## src/rtl/gpio_bank_pkg.sv

```systemverilog
package gpio_bank_pkg;

    localparam int NPIN    = 32;
    localparam int DW      = 32;
    localparam int NBYTE   = DW / 8;
    localparam int PIN_W   = $clog2(NPIN);
    localparam int LEN_W   = 10;
    localparam int ADR_W   = 4;
    localparam int CTRL_W  = 4 + 2 * PIN_W + LEN_W;

    typedef enum logic [1:0] {
        SLOT_CTRL = 2'd0,
        SLOT_IN   = 2'd1,
        SLOT_OUT  = 2'd2,
        SLOT_OE   = 2'd3
    } slot_e;

    // Field order from MSB to LSB places ien at bit 0 and lim at bit 23.
    typedef struct packed {
        logic             lim;
        logic [LEN_W-1:0] len;
        logic             loop;
        logic [PIN_W-1:0] opin;
        logic             oen;
        logic [PIN_W-1:0] ipin;
        logic             ien;
    } ctrl_t;

    typedef struct packed {
        logic             wr;
        logic             rd;
        slot_e            slot;
        logic [NBYTE-1:0] sel;
        logic [DW-1:0]    wdata;
    } bus_op_t;

    function automatic logic [DW-1:0] byte_merge(
        input logic [DW-1:0]    cur,
        input logic [DW-1:0]    wdat,
        input logic [NBYTE-1:0] sel
    );
        logic [DW-1:0] r;
        r = cur;
        for (int b = 0; b < NBYTE; b++) begin
            if (sel[b]) r[b*8 +: 8] = wdat[b*8 +: 8];
        end
        return r;
    endfunction

    function automatic logic [DW-1:0] ctrl_to_word(input ctrl_t c);
        logic [DW-1:0] w;
        w = '0;
        w[CTRL_W-1:0] = c;
        return w;
    endfunction

endpackage

```

## src/rtl/gpio_bus_port.sv

```systemverilog
module gpio_bus_port
    import gpio_bank_pkg::*;
(
    input  logic             clk,
    input  logic             rst,
    input  logic             cyc,
    input  logic             stb,
    input  logic             we,
    input  logic [ADR_W-1:0] adr,
    input  logic [NBYTE-1:0] sel,
    input  logic [DW-1:0]    wdat,
    input  logic [DW-1:0]    rd_word,
    output bus_op_t          op,
    output logic [DW-1:0]    dat_o,
    output logic             ack_o
);

    logic          ack_q;
    logic [DW-1:0] dat_q;
    logic          req;
    logic          unused_lo;

    assign unused_lo = ^adr[1:0];
    assign req       = cyc && stb && !ack_q;

    always_comb begin
        op       = '0;
        op.wr    = req && we;
        op.rd    = req && !we;
        op.slot  = slot_e'(adr[3:2]);
        op.sel   = sel;
        op.wdata = wdat;
    end

    always_ff @(posedge clk) begin
        if (rst) begin
            ack_q <= 1'b0;
            dat_q <= '0;
        end else begin
            ack_q <= req;
            if (op.rd) dat_q <= rd_word;
        end
    end

    assign ack_o = ack_q;
    assign dat_o = ack_q ? dat_q : '0;

endmodule

```

## src/rtl/gpio_ctrl_reg.sv

```systemverilog
module gpio_ctrl_reg
    import gpio_bank_pkg::*;
(
    input  logic    clk,
    input  logic    rst,
    input  bus_op_t op,
    input  logic    hw_clr,
    output ctrl_t   ctrl
);

    ctrl_t         ctrl_q;
    ctrl_t         ctrl_d;
    logic [DW-1:0] merged;
    logic          unused_top;

    assign merged     = byte_merge(ctrl_to_word(ctrl_q), op.wdata, op.sel);
    assign unused_top = ^merged[DW-1:CTRL_W];

    always_comb begin
        ctrl_d = ctrl_q;
        if (op.wr && op.slot == SLOT_CTRL) ctrl_d = ctrl_t'(merged[CTRL_W-1:0]);
        // hardware clear overrides the software write
        if (hw_clr) ctrl_d.ien = 1'b0;
    end

    always_ff @(posedge clk) begin
        if (rst) ctrl_q <= '0;
        else     ctrl_q <= ctrl_d;
    end

    assign ctrl = ctrl_q;

endmodule

```

## src/rtl/gpio_data_regs.sv

```systemverilog
module gpio_data_regs
    import gpio_bank_pkg::*;
(
    input  logic            clk,
    input  logic            rst,
    input  bus_op_t         op,
    input  logic [NPIN-1:0] pad_in,
    output logic [NPIN-1:0] in_q,
    output logic [NPIN-1:0] out_q,
    output logic [NPIN-1:0] oe_q
);

    logic wr_out;
    logic wr_oe;

    assign wr_out = op.wr && op.slot == SLOT_OUT;
    assign wr_oe  = op.wr && op.slot == SLOT_OE;

    always_ff @(posedge clk) begin
        if (rst) begin
            in_q  <= '0;
            out_q <= '0;
            oe_q  <= '0;
        end else begin
            in_q <= pad_in;
            if (wr_out) out_q <= byte_merge(out_q, op.wdata, op.sel);
            if (wr_oe)  oe_q  <= byte_merge(oe_q,  op.wdata, op.sel);
        end
    end

endmodule

```

## src/rtl/gpio_pad_mux.sv

```systemverilog
module gpio_pad_mux
    import gpio_bank_pkg::*;
(
    input  logic             ovr_en,
    input  logic [PIN_W-1:0] ovr_pin,
    input  logic             ovr_out,
    input  logic             ovr_oe,
    input  logic [NPIN-1:0]  reg_out,
    input  logic [NPIN-1:0]  reg_oe,
    output logic [NPIN-1:0]  pad_out,
    output logic [NPIN-1:0]  pad_oe
);

    for (genvar i = 0; i < NPIN; i++) begin : g_pad
        logic take;
        assign take       = ovr_en && (ovr_pin == PIN_W'(i));
        assign pad_out[i] = take ? ovr_out : reg_out[i];
        assign pad_oe[i]  = take ? ovr_oe  : reg_oe[i];
    end

endmodule

```

## src/rtl/gpio_regbank.sv

```systemverilog
module gpio_regbank
    import gpio_bank_pkg::*;
(
    input  logic             clk,
    input  logic             rst,
    input  logic             wb_cyc_i,
    input  logic             wb_stb_i,
    input  logic             wb_we_i,
    input  logic [ADR_W-1:0] wb_adr_i,
    input  logic [NBYTE-1:0] wb_sel_i,
    input  logic [DW-1:0]    wb_dat_i,
    output logic [DW-1:0]    wb_dat_o,
    output logic             wb_ack_o,
    input  logic             in_done_i,
    input  logic             str_out_i,
    input  logic             str_oe_i,
    output logic             cfg_in_en_o,
    output logic [PIN_W-1:0] cfg_in_pin_o,
    output logic             cfg_out_en_o,
    output logic [PIN_W-1:0] cfg_out_pin_o,
    output logic             cfg_loop_o,
    output logic [LEN_W-1:0] cfg_len_o,
    output logic             cfg_lim_o,
    input  logic [NPIN-1:0]  pad_in_i,
    output logic [NPIN-1:0]  pad_out_o,
    output logic [NPIN-1:0]  pad_oe_o
);

    bus_op_t         op;
    ctrl_t           ctrl;
    logic [NPIN-1:0] in_q;
    logic [NPIN-1:0] out_q;
    logic [NPIN-1:0] oe_q;
    logic [DW-1:0]   rd_word;

    always_comb begin
        unique case (op.slot)
            SLOT_CTRL: rd_word = ctrl_to_word(ctrl);
            SLOT_IN:   rd_word = in_q;
            SLOT_OUT:  rd_word = out_q;
            default:   rd_word = oe_q;
        endcase
    end

    gpio_bus_port u_bus (
        .clk     (clk),
        .rst     (rst),
        .cyc     (wb_cyc_i),
        .stb     (wb_stb_i),
        .we      (wb_we_i),
        .adr     (wb_adr_i),
        .sel     (wb_sel_i),
        .wdat    (wb_dat_i),
        .rd_word (rd_word),
        .op      (op),
        .dat_o   (wb_dat_o),
        .ack_o   (wb_ack_o)
    );

    gpio_ctrl_reg u_ctrl (
        .clk    (clk),
        .rst    (rst),
        .op     (op),
        .hw_clr (in_done_i),
        .ctrl   (ctrl)
    );

    gpio_data_regs u_data (
        .clk    (clk),
        .rst    (rst),
        .op     (op),
        .pad_in (pad_in_i),
        .in_q   (in_q),
        .out_q  (out_q),
        .oe_q   (oe_q)
    );

    gpio_pad_mux u_mux (
        .ovr_en  (ctrl.oen),
        .ovr_pin (ctrl.opin),
        .ovr_out (str_out_i),
        .ovr_oe  (str_oe_i),
        .reg_out (out_q),
        .reg_oe  (oe_q),
        .pad_out (pad_out_o),
        .pad_oe  (pad_oe_o)
    );

    assign cfg_in_en_o   = ctrl.ien;
    assign cfg_in_pin_o  = ctrl.ipin;
    assign cfg_out_en_o  = ctrl.oen;
    assign cfg_out_pin_o = ctrl.opin;
    assign cfg_loop_o    = ctrl.loop;
    assign cfg_len_o     = ctrl.len;
    assign cfg_lim_o     = ctrl.lim;

endmodule

```

## config.mk

```make
export PLATFORM = sky130hd
export DESIGN_NAME = gpio_regbank
export DESIGN_NICKNAME = d
export VERILOG_FILES = /design/src/rtl/gpio_bank_pkg.sv /design/src/rtl/gpio_bus_port.sv /design/src/rtl/gpio_ctrl_reg.sv /design/src/rtl/gpio_data_regs.sv /design/src/rtl/gpio_pad_mux.sv /design/src/rtl/gpio_regbank.sv
export SDC_FILE = /design/constraint.sdc
export NUM_CORES = 1
export LEC_CHECK = 0
export ABC_AREA = 1
export BUFFER_PORTS_ARGS = -buffer_cell sky130_fd_sc_hd__buf_2
export CAP_MARGIN = 0
export CORE_UTILIZATION = 60
export CTS_CLUSTER_DIAMETER = 50
export DETAILED_ROUTE_END_ITERATION = 10
export GPL_TIMING_DRIVEN = 0
export PLACE_DENSITY = 0.95
export SYNTH_ARGS = -nofsm -noshare
export SYNTH_HDL_FRONTEND = slang
export SYNTH_HIERARCHICAL = 1
export SYNTH_SLANG_ARGS = --single-unit
```

## constraint.sdc

```tcl
create_clock -name clk -period 3.42 [get_ports clk]
set_clock_uncertainty 0.15 [all_clocks]
set_input_delay 1.026 -clock clk [delete_from_list [all_inputs] [get_ports clk]]
set_output_delay 1.026 -clock clk [all_outputs]
set_load 0.005 [all_outputs]
```

==> summary.md <==
| Metric | Value |
|---|---|
| Min cycle time layout | `between 3000 and 4000 ps` |
| Vias in the first global route | `about 9400` |
| Largest net degree at the start of global routing | `17` |
| RSZ-0062 raised after global routing | `yes` |
| Final hold slack | `between 300 and 400 ps` |
| Syn. warnings | `6` |
| Final wirelength | `32980 µm` |
| CP endpoint kind | `primary output` |
| Die outline height | `126.8 µm` |
| Mapped Cells | `1541` |
| Sequential Power Share | `43.2%` |
| Slew @ Worst Pin | `1050 ps` |
| Cells taking the most area after synthesis | `dfxtp_1 (33%), nand2_1 (16%), nand3_1 (14%), inv_1 (11%), nor2_1 (9.4%)` |
| Via count | `10477` |
| Required time worst endpoint | `2240 ps` |
| CTS root buffer | `clkbuf_16` |
| Port Buffers | `160` |
| Layout cells sized above 1 | `19.04%` |
| Total GRT Usage | `about two fifths` |
| Crit-path max FO | `8` |
| Fill count | `1239` |
| Leak pwr | `6.047 nW` |
| Pre-antenna DRT Iters | `6` |
| Crit path arrival time | `2180 ps` |
| Initial antenna violation count | `0` |
| Width of the chip | `about 130 µm` |
| Syn nets | `1621` |
| Hold crit path type | `reg -> reg` |
| Critical path class | `reg -> out` |
| Final antenna-violating net count | `0` |
| First-pass GRT wire length | `49800 µm` |
| CTS tree | `done` |
| Routed wire per std cell | `roughly 17 µm` |
| Share of Yosys cell area claimed by the top area cell type | `about a third` |
| Fmax | `297.8 MHz` |
| Dpl hpwl | `25350 µm` |
| P_int | `3.243 mW` |
| # clock sinks | `153` |
| Post-cts hold buffer count | `0` |
| VDD IR max | `0.3382 mV` |
| Nets | `1800` |
| Max Root-Sink Buffers | `2` |
| Dpl cell area | `10380 µm²` |
| Clock Power Share | `45.3%` |
| Post-Route Utilization | `72.41%` |
| RePlAce Congestion | `1.033` |
| Post-synthesis sequential area ratio | `32.78%` |
| Post-synth top area cell | `dfxtp_1` |
| CORE AREA | `~15000 µm²` |
| Logic gate share of total power | `between 10 and 15%` |
| Startpoint types | `register` |
| Worst-skew pair later-pin latency | `~420 ps` |
| FF+latch count, synth | `approximately 150` |
| Final worst-path cycle share | `98.18%` |
| Vias per inst | `5.454` |
| Final instance area | `11010 µm²` |
| Final Max Tran Viols | `0` |
| Status | `finished clean` |
| Iter 0 DRT Violations | `1139` |
| Power per cell area | `393.4 nW/µm²` |
| CTS buffer count | `17` |
| CTS H-tree lvls | `4` |
| Setup TNS | `0 ps` |
| Setup-failing EPs final | `0` |
| Grt ovf | `0` |
| Max Cap Viol | `0` |
| Initial core utilization | `about three fifths` |
| Final Hold Vio Count | `0` |
| R2R Setup Slk | `770 ps` |
| Synthesized area | `approximately 9300 µm²` |
| N_diodes | `0` |
| DRC viols | `0` |
| Sw frac | `between 20% and 30%` |
| Slew HR | `about 30%` |
| Synth unique cells | `18` |
| Rows | `45` |
| IO Pins | `201` |
| Net load switching power | `1.088 mW` |
| Average size of a mapped cell | `6.064 µm²` |
| Total power | `4.330 mW` |
| Synth-to-Final Area Change | `17.79%` |
| Die area | `16080 µm²` |
| Register clock-pin slew on the reported worst setup and hold paths | `60 ps` |
worst max-delay path: stages, from the launching register on:
cell and delay [ps]:
dfxtp_1 590, nand2_1 290, nor2_1 480, nand3_1 140
nand2_1 120, buf_2 130
repair_timing:
| action | in CTS | in global routing |
|---|---|---|
| gates resized for setup | 0 | 1 |
| setup buffers | 0 | 0 |
| endpoints found under the setup margin | 0 | 1 |
state kept, by name, summed over array words and instances, names as in the netlist:
name and flops:
u_data/in_q 32, u_data/out_q 32, u_data/oe_q 32, u_ctrl/ctrl 24
u_bus/ack_o 1, u_bus/dat_q 32
power groups by stage:
stage / Combinational (mW) / Sequential (mW) / Clock, mW
2_1_floorplan: 0.337 / 1.89 / 0
3_3_place_gp: 0.469 / 1.90 / 0
3_5_place_dp: 0.478 / 1.91 / 0
4_1_cts: 0.486 / 1.87 / 1.97
5_1_grt: 0.542 / 1.87 / 2.07
6_report: 0.498 / 1.87 / 1.96
per-stage QoR:
stage	instances	worst slack [ps]
2_1_floorplan	1541	788.3
3_3_place_gp	1889	165.0
3_5_place_dp	1889	109.6
4_1_cts	1921	127.8
5_1_grt	1921	-8.303
6_report	1921	62.20
logic make-up (layout without fill, tap and decap cells):
| group | after synthesis | after routing | synth area share, % |
|---|---|---|---|
| flip-flops | 153 | 153 | 32.78 |
| buffers and inverters | 406 | 598 | 20.44 |
| AND/OR/NAND/NOR | 982 | 982 | 46.78 |
final timing paths:
check                               startpoint                             to  cells after the start
setup / recovery   u_ctrl/ctrl[7]$_SDFFE_PP0P_                   pad_oe_o[11]                      5
hold / removal    u_bus/dat_q[14]$_SDFFE_PP0P_   u_bus/dat_q[14]$_SDFFE_PP0P_                      2
setup reg to reg        u_bus/ack_o$_SDFF_PP0_  u_data/out_q[16]$_SDFFE_PP0P_                      8
hold reg to reg   u_bus/dat_q[14]$_SDFFE_PP0P_   u_bus/dat_q[14]$_SDFFE_PP0P_                      2
layout by cell type (no fill, tap or decap):
cell type	n
buf_1	4
buf_2	192
buf_4	57
buf_6	17
bufinv_16	3
clkbuf_1	12
clkbuf_16	17
clkbuf_8	4
clkinv_2	1
clkinv_4	1
clkinvlp_4	2
dfxtp_1	153
inv_1	279
inv_2	5
inv_4	2
inv_6	2
nand2_1	403
nand2_2	1
nand3_1	266
nand3_4	5
nand4_1	52
nor2_1	234
nor2_2	6
nor2_4	12
nor2_8	3
Yosys cell counts:
library cell	instances
buf_6	17
inv_1	279
inv_4	2
nand2_2	1
buf_2	32
nand3_1	266
clkbuf_1	10
nand3_4	5
nor2_2	5
nand4_1	52
nor2_4	12
inv_2	5
buf_4	57
dfxtp_1	153
nor2_1	235
buf_1	4
nor2_8	3
nand2_1	403
cell type report:
cell class | count | area (µm²) | share of cell area (%)
Buffer | 120 | 832.0 | 7.559
Clock buffer | 23 | 488.0 | 4.433
Clock inverter | 9 | 136.4 | 1.239
Inverter | 286 | 1079 | 9.798
Multi-Input combinational cell | 982 | 4374 | 39.74
Sequential cell | 153 | 3063 | 27.82
Tap cell | 188 | 235.2 | 2.137
Timing Repair Buffer | 160 | 800.8 | 7.274
metal layers:
| metal | wire length, µm | vias to the layer above | GRT usage, % |
|---|---|---|---|
| met1 | 12720 | 4630 | 52.08 |
| met2 | 14960 | 728 | 66.42 |
| li1 | - | 5005 | - |
| met3 | 3782 | 114 | 8.562 |
| met5 | 0 | - | 0 |
| met4 | 1510 | 0 | 20.59 |
Note: power is estimated with default switching activity, not from simulation.
